[config.mk]
export PLATFORM = sky130hd
export DESIGN_NAME = pm_event_block
export DESIGN_NICKNAME = d
export VERILOG_FILES = /design/src/rtl/pm_evt_pkg.sv /design/src/rtl/pm_acpi_timer.sv /design/src/rtl/pm_status_regs.sv /design/src/rtl/pm_ctrl_reg.sv /design/src/rtl/pm_event_block.sv
export SDC_FILE = /design/constraint.sdc
export NUM_CORES = 1
export LEC_CHECK = 0
export BUFFER_PORTS_ARGS = -buffer_cell sky130_fd_sc_hd__buf_2
export CAP_MARGIN = 30
export CORE_MARGIN = 2
export CORE_UTILIZATION = 25
export CTS_CLUSTER_SIZE = 28
export DETAILED_ROUTE_END_ITERATION = 8
export HOLD_SLACK_MARGIN = 0.1
export MAX_ROUTING_LAYER = met4
export PLACE_DENSITY = 0.53
export SLEW_MARGIN = 10
export SYNTH_ARGS = -nofsm -noshare
export SYNTH_HDL_FRONTEND = slang
export SYNTH_SLANG_ARGS = --single-unit
[constraint.sdc]
create_clock -name clk_i -period 4.7 [get_ports clk_i]
set_clock_uncertainty 0.15 [all_clocks]
set_input_delay 0.235 -clock clk_i [delete_from_list [all_inputs] [get_ports clk_i]]
set_output_delay 0.235 -clock clk_i [all_outputs]
set_load 0.02 [all_outputs]
[src/rtl/pm_evt_pkg.sv]
package pm_evt_pkg;
  localparam int REG_W  = 16;
  localparam int ADDR_W = 6;
  localparam int RD_W   = 32;
  localparam int N_SRC  = 4;

  localparam logic [ADDR_W-1:0] OFS_STS = 6'h00;
  localparam logic [ADDR_W-1:0] OFS_EN  = 6'h02;
  localparam logic [ADDR_W-1:0] OFS_CTL = 6'h04;
  localparam logic [ADDR_W-1:0] OFS_TMR = 6'h08;

  localparam int SLP_EN_BIT = 13;
  localparam int SLP_TY_LO  = 10;
  localparam int SLP_TY_W   = 3;

  // source index -> status bit: 0 timer, 1 global, 2 button, 3 alarm
  function automatic int src_pos(input int i);
    case (i)
      0:       return 0;
      1:       return 5;
      2:       return 8;
      default: return 10;
    endcase
  endfunction

  function automatic logic [REG_W-1:0] sci_mask();
    logic [REG_W-1:0] m;
    m = '0;
    for (int i = 0; i < N_SRC; i++) m[src_pos(i)] = 1'b1;
    return m;
  endfunction
endpackage

[src/rtl/pm_acpi_timer.sv]
module pm_acpi_timer #(
  parameter int W = 24
) (
  input  logic         clk_i,
  input  logic         rst_ni,
  input  logic         tick_i,
  input  logic         rearm_i,
  output logic [W-1:0] cnt_o,
  output logic         hit_o
);
  localparam logic [W-1:0] HALF = W'(1) << (W - 1);

  logic [W-1:0] cnt_q, tgt_q, cnt_nxt;
  logic         armed_q;

  assign cnt_nxt = cnt_q + W'(1);
  assign hit_o   = tick_i && armed_q && (cnt_nxt == tgt_q);
  assign cnt_o   = cnt_q;

  always_ff @(posedge clk_i or negedge rst_ni) begin
    if (!rst_ni) begin
      cnt_q   <= '0;
      tgt_q   <= HALF;
      armed_q <= 1'b1;
    end else begin
      if (tick_i) cnt_q <= cnt_nxt;
      if (rearm_i) begin
        // next half-range boundary strictly above the current count
        tgt_q   <= {~cnt_q[W-1], {(W-1){1'b0}}};
        armed_q <= 1'b1;
      end else if (hit_o) begin
        armed_q <= 1'b0;
      end
    end
  end

  p_tick_inc_r1: assert property (@(posedge clk_i) disable iff (!rst_ni)
    tick_i |=> cnt_o == $past(cnt_o) + W'(1));
  p_hold_r1: assert property (@(posedge clk_i) disable iff (!rst_ni)
    !tick_i |=> $stable(cnt_o));
  p_hit_boundary_r5: assert property (@(posedge clk_i) disable iff (!rst_ni)
    hit_o |=> cnt_o[W-2:0] == '0);
endmodule

[src/rtl/pm_status_regs.sv]
module pm_status_regs
  import pm_evt_pkg::*;
(
  input  logic             clk_i,
  input  logic             rst_ni,
  input  logic [N_SRC-1:0] set_i,
  input  logic             we_i,
  input  logic [REG_W-1:0] wdata_i,
  output logic [REG_W-1:0] sts_o
);
  logic [N_SRC-1:0] flag_q;
  logic [N_SRC-1:0] clr;

  for (genvar i = 0; i < N_SRC; i++) begin : g_src
    assign clr[i] = we_i && wdata_i[src_pos(i)];

    always_ff @(posedge clk_i or negedge rst_ni) begin
      if (!rst_ni)       flag_q[i] <= 1'b0;
      else if (set_i[i]) flag_q[i] <= 1'b1;
      else if (clr[i])   flag_q[i] <= 1'b0;
    end

    p_set_wins_r8: assert property (@(posedge clk_i) disable iff (!rst_ni)
      set_i[i] |=> sts_o[src_pos(i)]);
    p_w1c_r3: assert property (@(posedge clk_i) disable iff (!rst_ni)
      (clr[i] && !set_i[i]) |=> !sts_o[src_pos(i)]);
    p_no_sw_set_r3: assert property (@(posedge clk_i) disable iff (!rst_ni)
      (!set_i[i] && !sts_o[src_pos(i)]) |=> !sts_o[src_pos(i)]);
  end

  always_comb begin
    sts_o = '0;
    for (int i = 0; i < N_SRC; i++) sts_o[src_pos(i)] = flag_q[i];
  end
endmodule

[src/rtl/pm_ctrl_reg.sv]
module pm_ctrl_reg
  import pm_evt_pkg::*;
(
  input  logic             clk_i,
  input  logic             rst_ni,
  input  logic             we_i,
  input  logic [REG_W-1:0] wdata_i,
  output logic [REG_W-1:0] ctl_o,
  output logic             pwroff_o
);
  localparam logic [REG_W-1:0] SLP_MASK = REG_W'(1) << SLP_EN_BIT;

  logic [REG_W-1:0] ctl_q;
  logic             pwroff_q;
  logic             soft_off;

  assign soft_off = wdata_i[SLP_EN_BIT] &&
                    (wdata_i[SLP_TY_LO +: SLP_TY_W] == '0);

  always_ff @(posedge clk_i or negedge rst_ni) begin
    if (!rst_ni) begin
      ctl_q    <= '0;
      pwroff_q <= 1'b0;
    end else begin
      pwroff_q <= we_i && soft_off;
      if (we_i) ctl_q <= wdata_i & ~SLP_MASK;
    end
  end

  assign ctl_o    = ctl_q;
  assign pwroff_o = pwroff_q;

  p_pwroff_src_r7: assert property (@(posedge clk_i) disable iff (!rst_ni)
    pwroff_o |-> $past(we_i) && $past(wdata_i[SLP_EN_BIT]));
  p_ctl_hold_r6: assert property (@(posedge clk_i) disable iff (!rst_ni)
    !we_i |=> $stable(ctl_o));
endmodule

[src/rtl/pm_event_block.sv]
module pm_event_block
  import pm_evt_pkg::*;
#(
  parameter int TMR_W = 24
) (
  input  logic              clk_i,
  input  logic              rst_ni,
  input  logic              tick_i,
  input  logic              rtc_evt_i,
  input  logic              pwrbtn_evt_i,
  input  logic              gbl_evt_i,
  input  logic              bus_we_i,
  input  logic [ADDR_W-1:0] bus_addr_i,
  input  logic [REG_W-1:0]  bus_wdata_i,
  output logic [RD_W-1:0]   bus_rdata_o,
  output logic              sci_o,
  output logic              pwroff_req_o
);
  localparam logic [REG_W-1:0] SCI_MASK = sci_mask();

  logic [REG_W-1:0] sts, ctl, en_q;
  logic [TMR_W-1:0] tmr_cnt;
  logic             tmr_hit, rearm, sci_q;
  logic             we_sts, we_en, we_ctl;
  logic [N_SRC-1:0] set_vec;

  assign we_sts = bus_we_i && (bus_addr_i == OFS_STS);
  assign we_en  = bus_we_i && (bus_addr_i == OFS_EN);
  assign we_ctl = bus_we_i && (bus_addr_i == OFS_CTL);
  // rearm only when a set overflow flag is acknowledged
  assign rearm  = we_sts && bus_wdata_i[src_pos(0)] && sts[src_pos(0)];

  assign set_vec = {rtc_evt_i, pwrbtn_evt_i, gbl_evt_i, tmr_hit};

  pm_acpi_timer #(.W(TMR_W)) u_tmr (
    .clk_i  (clk_i),
    .rst_ni (rst_ni),
    .tick_i (tick_i),
    .rearm_i(rearm),
    .cnt_o  (tmr_cnt),
    .hit_o  (tmr_hit)
  );

  pm_status_regs u_sts (
    .clk_i  (clk_i),
    .rst_ni (rst_ni),
    .set_i  (set_vec),
    .we_i   (we_sts),
    .wdata_i(bus_wdata_i),
    .sts_o  (sts)
  );

  pm_ctrl_reg u_ctl (
    .clk_i   (clk_i),
    .rst_ni  (rst_ni),
    .we_i    (we_ctl),
    .wdata_i (bus_wdata_i),
    .ctl_o   (ctl),
    .pwroff_o(pwroff_req_o)
  );

  always_ff @(posedge clk_i or negedge rst_ni) begin
    if (!rst_ni) begin
      en_q  <= '0;
      sci_q <= 1'b0;
    end else begin
      if (we_en) en_q <= bus_wdata_i;
      sci_q <= |(sts & en_q & SCI_MASK);
    end
  end

  assign sci_o = sci_q;

  always_comb begin
    case (bus_addr_i)
      OFS_STS: bus_rdata_o = RD_W'(sts);
      OFS_EN:  bus_rdata_o = RD_W'(en_q);
      OFS_CTL: bus_rdata_o = RD_W'(ctl);
      OFS_TMR: bus_rdata_o = RD_W'(tmr_cnt);
      default: bus_rdata_o = '0;
    endcase
  end

  p_sci_on_r4: assert property (@(posedge clk_i) disable iff (!rst_ni)
    ((sts & en_q & SCI_MASK) != '0) |=> sci_o);
  p_sci_off_r4: assert property (@(posedge clk_i) disable iff (!rst_ni)
    ((sts & en_q & SCI_MASK) == '0) |=> !sci_o);
  p_tmr_ro_r2: assert property (@(posedge clk_i) disable iff (!rst_ni)
    (bus_we_i && bus_addr_i == OFS_TMR && !tick_i) |=> $stable(tmr_cnt));
  p_ovf_rise_r5: assert property (@(posedge clk_i) disable iff (!rst_ni)
    $rose(sts[src_pos(0)]) |-> tmr_cnt[TMR_W-2:0] == '0);
endmodule

==> metrics.txt, run 1 <==
status=complete, no violations; xor and xnor fraction of the mapped netlist area=7.17%; RSZ-0062 raised after global routing=no; Yosys reg bits=63; DRT iter0 DRCs=206; largest net degree at the start of global routing=64; Remaining DRCs=0; row count=42; GPL Wtd Cong=0.885; mux share of post-synthesis cell area=11.4%; Worst Max-Slew Pin Slew=between 0.8 and 0.9 ns; TritonRoute pass-1 iters=6; die width=between 100 and 150 um; root buf cell=clkbuf_16; Post-CTS Hold Buffers=24; Final TNS setup=0 ns; Synth cell types=53; R2R Path End=u_tmr.armed_q$_DFFE_PN1P_; min-delay worst type=input pin to flip-flop; Starting Density=25.7%; Worst R2R Setup Slack=around 2.2 ns; final setup vio count=0; Post-Syn Area=approximately 3400 um2; CTS tree=built; GRT Total Usage=about an eighth; area of the core=13300 um2; Simple-Gate Fraction of Synth Area=17.6%; Compound-Gate Fraction of Synth Area=10.6%; Power Dens Cells=370 nW/um2; Layout area overhead=27.1%; Worst-path clk slew=0.06 ns; clk sinks=63; CP Launch Type=input pin; reg2reg start=u_tmr.cnt_o[0]$_DFFE_PN0P_; global-route wire length before repair=14.1 mm; Synth Instances=319; initial antenna violation count=0; Post-DRT Antenna Nets=0; vias in the first global route=2685; crit-path max FO=16; Post-Synth Adder-Cell Area=less than 1%; Vias=2712; number of max-cap violations=0; Period minus WS final=~2.8 ns; Post-Route WL=between 8 and 9 mm; die area=14600 um2; Leakage=2.07 nW; CTS H-Tree Depth=3; Max Clk Rate=352 MHz; Die H=around 120 um; postcts setup bufs=0; largest family of logic cells by synthesized area=simple AND/OR/NAND/NOR gates; # IOs=63; Worst Setup SP=bus_addr_i[0]; # diodes=0; Syn. warnings=0; EDFF count, synth=0; FF-to-FF path depth=7; fin area=4350 um2; post-detail-place hpwl=5.79 mm; Bufs on Longest Clock Path=2; post-layout util=32.7%; drt wl/cell=roughly 15 um; Slew headroom=45.2%; fill cell count=1366; final slew viol count=0; hold_sp=bus_we_i; IO buf count=54; worst-skew pair later-pin latency=roughly 0.33 ns; commonest cells after routing, fill and taps aside=dfrtp_1 (61), buf_2 (54), mux2_2 (31), dlygate4sd3_1 (24), nand2_1 (20); post_cts resized=0; area post-placement=3790 um2; crit end category=flip-flop; Hold Violations, Final=0; commonest non-fill, non-tap cell in the layout=dfrtp_1; asr flop ratio synth=100%; Peak VDD IR=0.212 mV; via-per-instance ratio=approximately 4.8; Critical Path Sink=u_ctl.pwroff_o$_DFF_PN0_; dominant synthesized flop cell=dfrtp_1; average size of a mapped cell=10.7 um2; layout cell share with drive strength beyond 1=31.0%; nets=415; grt ovf=0; Worst EP required=4.82 ns; WS Path Type=input pin to flip-flop; Inserted Clock Buffers=9; Final Cycle Share=just over 60%; register area share after synthesis=46.2%; Worst Path Arrival=2.96 ns
-- kinds of logic after synthesis --
group	count (synthesis)
AOI/OAI and AO/OA	43
xor gates and xnor gates	28
adders and majority gates	1
buffers and inverters	46
DFF	63
muxes	35
other	1
and+or+nand+nor	102
-- cell usage after synthesis (2+ instances only) --
cell | n | area, um2
clkbuf_2 | 2 | 10.0
a21oi_1 | 2 | 10.0
xnor2_1 | 18 | 158
nor4_1 | 4 | 25.0
a222oi_1 | 11 | 110
a211oi_1 | 2 | 15.0
clkbuf_1 | 12 | 45.0
and4_2 | 2 | 20.0
nand2_1 | 20 | 75.1
mux2i_1 | 3 | 30.0
nand3_1 | 15 | 75.1
a22oi_1 | 10 | 75.1
nor3b_1 | 3 | 22.5
nor2_1 | 18 | 67.6
a21o_1 | 5 | 37.5
and4_1 | 2 | 17.5
a31oi_1 | 2 | 12.5
dfrtp_1 | 61 | 1530
buf_2 | 10 | 50.1
buf_4 | 8 | 60.1
inv_1 | 13 | 48.8
xor2_1 | 10 | 87.6
dfstp_2 | 2 | 52.6
mux2_2 | 31 | 349
nor3_1 | 2 | 10.0
and2_1 | 9 | 56.3
nand4_1 | 15 | 93.8
o22a_1 | 2 | 17.5
-- per-layer routing --
layer	track usage (%)	routed length, um	vias up
li1	-	-	1269
met1	16.6	3820	1343
met2	19.5	3950	85
met3	3.15	459	15
met4	4.29	159	0
met5	-	0	-
-- per-stage QoR --
step	hold WS (ns)	cells	setup WS, ns	power [mW]
floorplan	-0.211	326	2.45	0.826
detailed placement	0.274	526	1.97	0.893
global placement	0.268	526	2.04	0.887
global route	0.153	566	1.70	1.69
finish	0.139	566	1.86	1.61
CTS	0.114	566	1.87	1.63
-- flip-flops by register name (all words and copies together) (netlist names) --
| name | cells |
|---|---|
| u_tmr.armed_q | 1 |
| u_sts.sts_o | 4 |
| en_q | 16 |
| sci_o | 1 |
| u_tmr.tgt_q | 1 |
| u_tmr.cnt_o | 24 |
| u_ctl.ctl_o | 15 |
| u_ctl.pwroff_o | 1 |
-- power breakdown --
group | switching (mW) | total (mW) | internal [mW]
Sequential | 0.0925 | 0.702 | 0.610
Clock | 0.252 | 0.717 | 0.466
Combinational | 0.0914 | 0.191 | 0.0998
-- critical path, cell delays in order --
cell           delay [ns]
buf_2                0.11
or4_4                0.57
nor3b_4              0.69
nand2_2              0.42
nor4_1               0.34
dlygate4sd3_1        0.59
-- worst min path at each step --
stage / endpoint / slack, ns / depth (start not counted)
final: u_sts.sts_o[0]$_DFFE_PN0P_ / 0.14 / 4
after global placement: u_sts.sts_o[10]$_DFFE_PN0P_ / 0.27 / 2
after CTS: u_sts.sts_o[0]$_DFFE_PN0P_ / 0.11 / 4
after floorplan: en_q[0]$_DFFE_PN0P_ / -0.21 / 0
after detailed placement: u_sts.sts_o[5]$_DFFE_PN0P_ / 0.27 / 2
after global routing: u_sts.sts_o[0]$_DFFE_PN0P_ / 0.15 / 4
-- cell type report --
cell class,instances,area [um2],share of cell area (%)
tap,176,220,5.06
clock inverter,7,95.1,2.19
timing repair buffer,81,533,12.3
inverter,13,48.8,1.12
multi-input combinational,217,1650,37.9
sequential,63,1580,36.3
clock buffer,9,225,5.18
Power figures use the tool's default switching activity.
==> run 2, diff against run 1 <==
PLACE_DENSITY = 0.55   (was 0.53)
clock period = 2.6 ns   (was 4.7 ns; I/O delays follow)
==> run 2 against run 1 <==
  * Final area grew 1.5%
  * Critical path depth grew 1
  * Cell count grew 0.88%
  * Sequential cell count is the same
  * Sequential share of layout area shrank 0.54 points
  * Clock power grew 83%
==> metrics.txt, run 2 (same netlist as run 1, synthesis figures left out) <==
die width=121 um (unchanged); die area=14600 um2 (unchanged); status=complete, no violations (unchanged); commonest cells after routing, fill and taps aside=dfrtp_1 (61), buf_2 (54), mux2_2 (31), dlygate4sd3_1 (26), nand2_1 (20) (was dfrtp_1 (61), buf_2 (54), mux2_2 (31), dlygate4sd3_1 (24), nand2_1 (20)); critical path's slowest cell=or3_2 (was nor3b_4); P_int=2.15 mW (was 1.18 mW); critical-path cell list=ha_2, inv_1, or3_2, mux2i_1, a2111oi_2, nand4_1, a21bo_1 (was buf_2, or4_4, nor3b_4, nand2_2, nor4_1, dlygate4sd3_1); Largest stage delay, worst path=0.50 ns (was 0.69 ns); clk sinks=63 (unchanged); Final TNS setup=0 ns (unchanged); reg2reg start=u_tmr.cnt_o[0]$_DFFE_PN0P_ (unchanged); CTS H-Tree Depth=3 (unchanged); nets=421 (was 415); CP delay by family, top=simple AND/OR/NAND/NOR gates (unchanged); FF-to-FF path depth=7 (unchanged); grt ovf=0 (unchanged); Worst Max-Slew Pin Slew=0.826 ns (was 0.822 ns); Largest register FFs=24 (unchanged); commonest non-fill, non-tap cell in the layout=dfrtp_1 (unchanged); GRT Total Usage=12.7% (was 12.8%); final slew viol count=0 (unchanged); Switching Share=26.7% (was 27.0%); Hold Violations, Final=0 (unchanged); number of max-cap violations=0 (unchanged); WP depth=7 (was 6); area of the multi-input gates=1650 um2 (about the same); layout cell share with drive strength beyond 1=31.6% (was 31.0%); Remaining DRCs=0 (unchanged); DRT iter0 DRCs=204 (was 206); area post-placement=3830 um2 (was 3790 um2); Worst R2R Setup Slack=0.21 ns (was 2.23 ns); IO buf count=54 (unchanged); Critical Path Sink=u_tmr.armed_q$_DFFE_PN1P_ (was u_ctl.pwroff_o$_DFF_PN0_); area of the core=13300 um2 (unchanged); Power Dens Cells=664 nW/um2 (was 370 nW/um2); Power Total=2.93 mW (was 1.61 mW); Comb pwr share=12.3% (was 11.9%); via-per-instance ratio=4.82 (was 4.79); initial antenna violation count=0 (unchanged); Inserted Clock Buffers=9 (unchanged); postcts setup bufs=0 (unchanged); Worst Setup SP=u_tmr.cnt_o[0]$_DFFE_PN0P_ (was bus_addr_i[0]); Post-DRT Antenna Nets=0 (unchanged); # IOs=63 (unchanged); vias in the first global route=2764 (was 2685); CTS tree=built (unchanged); RSZ-0062 raised after global routing=no (unchanged); Post-Route WL=8.62 mm (was 8.39 mm); crit end category=flip-flop (unchanged); largest net degree at the start of global routing=42 (was 64); root buf cell=clkbuf_16 (unchanged); # diodes=0 (unchanged); global-route wire length before repair=14.1 mm (about the same); Die H=121 um (unchanged); Sequential Power Share=43.2% (was 43.6%); drt wl/cell=15.1 um (was 14.8 um); fin area=4410 um2 (was 4350 um2); Worst EP required=2.71 ns (was 4.82 ns); Bufs on Longest Clock Path=2 (unchanged); Worst-path clk slew=0.05 ns (was 0.06 ns); worst-skew pair later-pin latency=0.33 ns (about the same); post-detail-place hpwl=6.06 mm (was 5.79 mm); Vias=2755 (was 2712); register area=1580 um2 (unchanged); crit-path max FO=7 (was 16); Max Clk Rate=~420 MHz; Clock power frac=44.5% (about the same); Starting Density=25.7% (unchanged); Worst Path Arrival=2.50 ns (was 2.96 ns); worst path buffer plus inverter count=1 (was 2); Slew headroom=44.8% (was 45.2%); Final Cycle Share=92.1%; final setup vio count=0 (unchanged); Period minus WS final=between 2 and 2.5 ns; CP Launch Type=flip-flop (was input pin); Leakage=2.09 nW (was 2.07 nW); WS Path Type=flip-flop to flip-flop (was input pin to flip-flop); fill cell count=1361 (was 1366); min-delay worst type=input pin to asynchronous set/reset pin (was input pin to flip-flop); row count=42 (unchanged); TritonRoute pass-1 iters=5 (was 6); switching pwr=0.782 mW (was 0.436 mW); post-layout util=33.2% (was 32.7%); Layout area overhead=29.0% (was 27.1%); R2R Path End=u_tmr.armed_q$_DFFE_PN1P_ (unchanged); GPL Wtd Cong=0.888 (was 0.885); Peak VDD IR=0.284 mV (was 0.212 mV)
run 2: cell count changes in the layout (fill, tap and decap cells not counted):
cell / previous run / this run
buf_12: 0 / 1
buf_4: 3 / 6
clkbuf_8: 0 / 1
clkinv_2: 2 / 1
dlygate4sd3_1: 24 / 26
ha_1: 1 / 0
ha_2: 0 / 1
inv_6: 2 / 1
run 2: cell type report:
class | count | share of cell area, %
multi-input cells | 217 | 37.4
flip-flops and latches | 63 | 35.8
repair buffers | 87 | 13.5
clock buffers | 10 | 5.41
well taps | 176 | 4.99
clock inverters | 5 | 1.84
inverters | 13 | 1.11
run 2: through the flow:
| step | instances | worst slack, ns | hold WS, ns |
|---|---|---|---|
| after floorplan | 326 | 0.347 | -0.316 |
| after global placement | 530 | 0.229 | 0.0239 |
| after detailed placement | 530 | 0.117 | 0.0364 |
| after CTS | 571 | 0.104 | 0.210 |
| after global routing | 571 | 0.0459 | 0.260 |
| final | 571 | 0.206 | 0.210 |
run 2: metal layers:
metal,global-route usage [%],up-vias,wire length (um)
li1,-,1278,-
met1,16.3,1386,3960
met2,19.8,80,4190
met3,3.29,11,355
met4,3.49,0,116
met5,-,-,0
run 2: what timing repair did:
action,4_1_cts,5_1_grt
hold buffers,26,0
gates resized for setup,0,1
hold endpoints to repair,66,0
endpoints found under the setup margin,0,1
run 2: how the worst min path moves through the flow:
stage                        from  slack (ns)  cells after the start                     endpoint
CTS                 bus_addr_i[2]        0.21                      6   u_sts.sts_o[0]$_DFFE_PN0P_
global placement           rst_ni        0.02                      1  u_tmr.cnt_o[12]$_DFFE_PN0P_
detailed placement         rst_ni        0.04                      1  u_tmr.cnt_o[16]$_DFFE_PN0P_
global route        bus_addr_i[2]        0.26                      6   u_sts.sts_o[0]$_DFFE_PN0P_
finish                     rst_ni        0.21                      2  u_tmr.cnt_o[16]$_DFFE_PN0P_
floorplan                  rst_ni       -0.32                      0          en_q[0]$_DFFE_PN0P_
run 2: power groups by stage:
stage	clock (mW)	combinational (mW)	sequential (mW)
floorplan	0	0.292	1.20
global placement	0	0.327	1.27
detailed placement	0	0.332	1.28
CTS	1.34	0.360	1.26
global route	1.37	0.401	1.29
finish	1.31	0.360	1.27
==> run 3, diff against run 2 <==
GPL_TIMING_DRIVEN = 0   (was default)
==> run 3 against run 2 <==
  * Largest power group is now sequential cells
  * Clock power fell by 13%
  * Die area unchanged
  * Setup slack got worse by 0.10 ns
  * Via count rose by 0.58%
  * Sequential share of layout area decreased by 0.54 points
  * Maximum frequency shrank 4.1%
  * Routed wire length grew 2.3%
==> metrics.txt, run 3 (same netlist as run 1, synthesis figures left out) <==
switching pwr=0.801 mW (was 0.782 mW); critical path's slowest cell=dfrtp_1 (was or3_2); Period minus WS final=2.50 ns (was 2.39 ns); die area=14600 um2 (unchanged); Peak VDD IR=0.307 mV (was 0.284 mV); worst path buffer plus inverter count=1 (unchanged); DRT iter0 DRCs=168 (was 204); status=complete, no violations (unchanged); Comb pwr share=15.7% (was 12.3%); TritonRoute pass-1 iters=5 (unchanged); initial antenna violation count=0 (unchanged); Bufs on Longest Clock Path=2 (unchanged); Largest stage delay, worst path=0.51 ns (was 0.50 ns); area of the multi-input gates=1650 um2 (unchanged); die width=121 um (unchanged); Remaining DRCs=0 (unchanged); WS Path Type=flip-flop to flip-flop (unchanged); Inserted Clock Buffers=9 (unchanged); Hold WS=0.114 ns (was 0.210 ns); crit-path max FO=7 (unchanged); Worst EP required=2.70 ns (was 2.71 ns); drt wl/cell=14.8 um (was 15.1 um); RSZ-0062 raised after global routing=no (unchanged); largest net degree at the start of global routing=64 (was 42); IO buf count=52 (was 54); Largest register FFs=24 (unchanged); vias in the first global route=2792 (was 2764); Worst Max-Slew Pin Slew=0.844 ns (was 0.826 ns); Power Dens Cells=626 nW/um2 (was 664 nW/um2); CP delay by family, top=simple AND/OR/NAND/NOR gates (unchanged); Clock power frac=40.7% (was 44.5%); Post-DRT Antenna Nets=0 (unchanged); GRT Total Usage=12.8% (was 12.7%); Vias=2771 (was 2755); nets=445 (was 421); hold-critical path depth=4; GPL Wtd Cong=0.793 (was 0.888); Worst-path clk slew=0.05 ns (about the same); grt ovf=0 (unchanged); CTS H-Tree Depth=3 (unchanged); critical-path cell list=ha_2, inv_1, or3_2, mux2i_1, a2111oi_2, nand4_1, a21bo_1 (unchanged); crit end category=flip-flop (unchanged); P_int=2.01 mW (was 2.15 mW); Die H=121 um (unchanged); Non-Filler Instances=596 (was 571); commonest cells after routing, fill and taps aside=buf_2 (61), dfrtp_1 (61), mux2_2 (31), dlygate4sd3_1 (25), nand2_1 (20) (was dfrtp_1 (61), buf_2 (54), mux2_2 (31), dlygate4sd3_1 (26), nand2_1 (20)); number of max-cap violations=0 (unchanged); Switching Share=28.5% (was 26.7%); final slew viol count=0 (unchanged); via-per-instance ratio=4.65 (was 4.82); register area=1580 um2 (unchanged); fill cell count=1332 (was 1361); clk sinks=63 (unchanged); FF-to-FF path depth=7 (unchanged); Leakage=2.15 nW (was 2.09 nW); Worst Path Arrival=2.60 ns (was 2.50 ns); Layout area overhead=31.0% (was 29.0%); global-route wire length before repair=14.3 mm (was 14.1 mm); CTS tree=built (unchanged); post-layout util=33.7% (was 33.2%); row count=42 (unchanged); Cells after DPL=554 (was 530); min-delay worst type=input pin to flip-flop (was input pin to asynchronous set/reset pin); area post-placement=3930 um2 (was 3830 um2); layout cell share with drive strength beyond 1=33.1% (was 31.6%); area of the core=13300 um2 (unchanged); final setup vio count=0 (unchanged); Final Cycle Share=96.0% (was 92.1%); CP Launch Type=flip-flop (unchanged); post-detail-place hpwl=6.18 mm (was 6.06 mm); Starting Density=25.7% (unchanged); fin area=4480 um2 (was 4410 um2); Max Clk Rate=401 MHz (was 418 MHz); WP depth=7 (unchanged); # IOs=63 (unchanged); Sequential Power Share=43.6% (was 43.2%); Hold Violations, Final=0 (unchanged); # diodes=0 (unchanged); Post-Route WL=8.82 mm (was 8.62 mm); root buf cell=clkbuf_16 (unchanged); worst-skew pair later-pin latency=0.32 ns (was 0.33 ns); Slew headroom=43.7% (was 44.8%)
[run 3: cell types whose count changed in the layout (fill, tap and decap cells not counted), sizes merged]
cell	before	now
bufinv	2	0
clkinvlp	1	2
buf	61	72
dlygate4sd3	26	25
clkbuf	10	26
[run 3: repair_timing]
item,in CTS,in global routing
endpoints found under the setup margin,1,21
resized for setup,1,3
pin swaps,0,1
buffers inserted,0,1
hold buffers,25,0
hold endpoints to repair,98,0
[run 3: per-layer routing]
metal / up-vias / routed length (um) / GRT usage (%)
met1: 1362 / 4150 / 16.4
met3: 6 / 392 / 2.54
met4: 0 / 48 / 3.34
met5: - / 0 / -
met2: 67 / 4230 / 20.8
li1: 1336 / - / -
[run 3: path summary, 6_finish.rpt]
kind	endpoint	start	slack, ns
worst min register to register	u_tmr.tgt_q[23]$_DFFE_PN1P_	u_tmr.tgt_q[23]$_DFFE_PN1P_	0.33
worst max register to register	u_tmr.armed_q$_DFFE_PN1P_	u_tmr.cnt_o[0]$_DFFE_PN0P_	0.10
worst max-delay path	u_tmr.armed_q$_DFFE_PN1P_	u_tmr.cnt_o[0]$_DFFE_PN0P_	0.10
min in group asynchronous	u_tmr.cnt_o[1]$_DFFE_PN0P_	rst_ni	0.29
max in group asynchronous	u_tmr.cnt_o[5]$_DFFE_PN0P_	rst_ni	1.42
worst min-delay path	u_sts.sts_o[0]$_DFFE_PN0P_	bus_we_i	0.11
[run 3: power by group through the flow]
stage,combinational [mW],sequential [mW],clock [mW]
after global routing,0.486,1.24,1.21
after CTS,0.445,1.22,1.17
after floorplan,0.292,1.20,0
after detailed placement,0.415,1.24,0
final,0.441,1.22,1.14
after global placement,0.398,1.23,0
[run 3: worst min-delay path: stages]
cell	delay, ns
clkbuf_1	0.20
nand3_1	0.12
nand2_1	0.05
nand2_1	0.05
[run 3: stage by stage]
step	setup TNS, ns	setup WS, ns	power [mW]
finish	0	0.105	2.81
global route	0	0.00398	2.93
CTS	0	0.0160	2.84
detailed placement	-0.0142	-0.0142	1.65
global placement	0	0.0307	1.63
floorplan	0	0.347	1.49
[run 3: layout make-up]
class                      count  share of cell area, %
buffer                        33                   3.96
clock buffer                  12                   5.72
clock inverter                 4                  0.642
inverter                      13                   1.09
multi-input combinational    217                   36.8
sequential                    63                   35.2
tap                          176                   4.91
timing repair buffer          78                   11.6
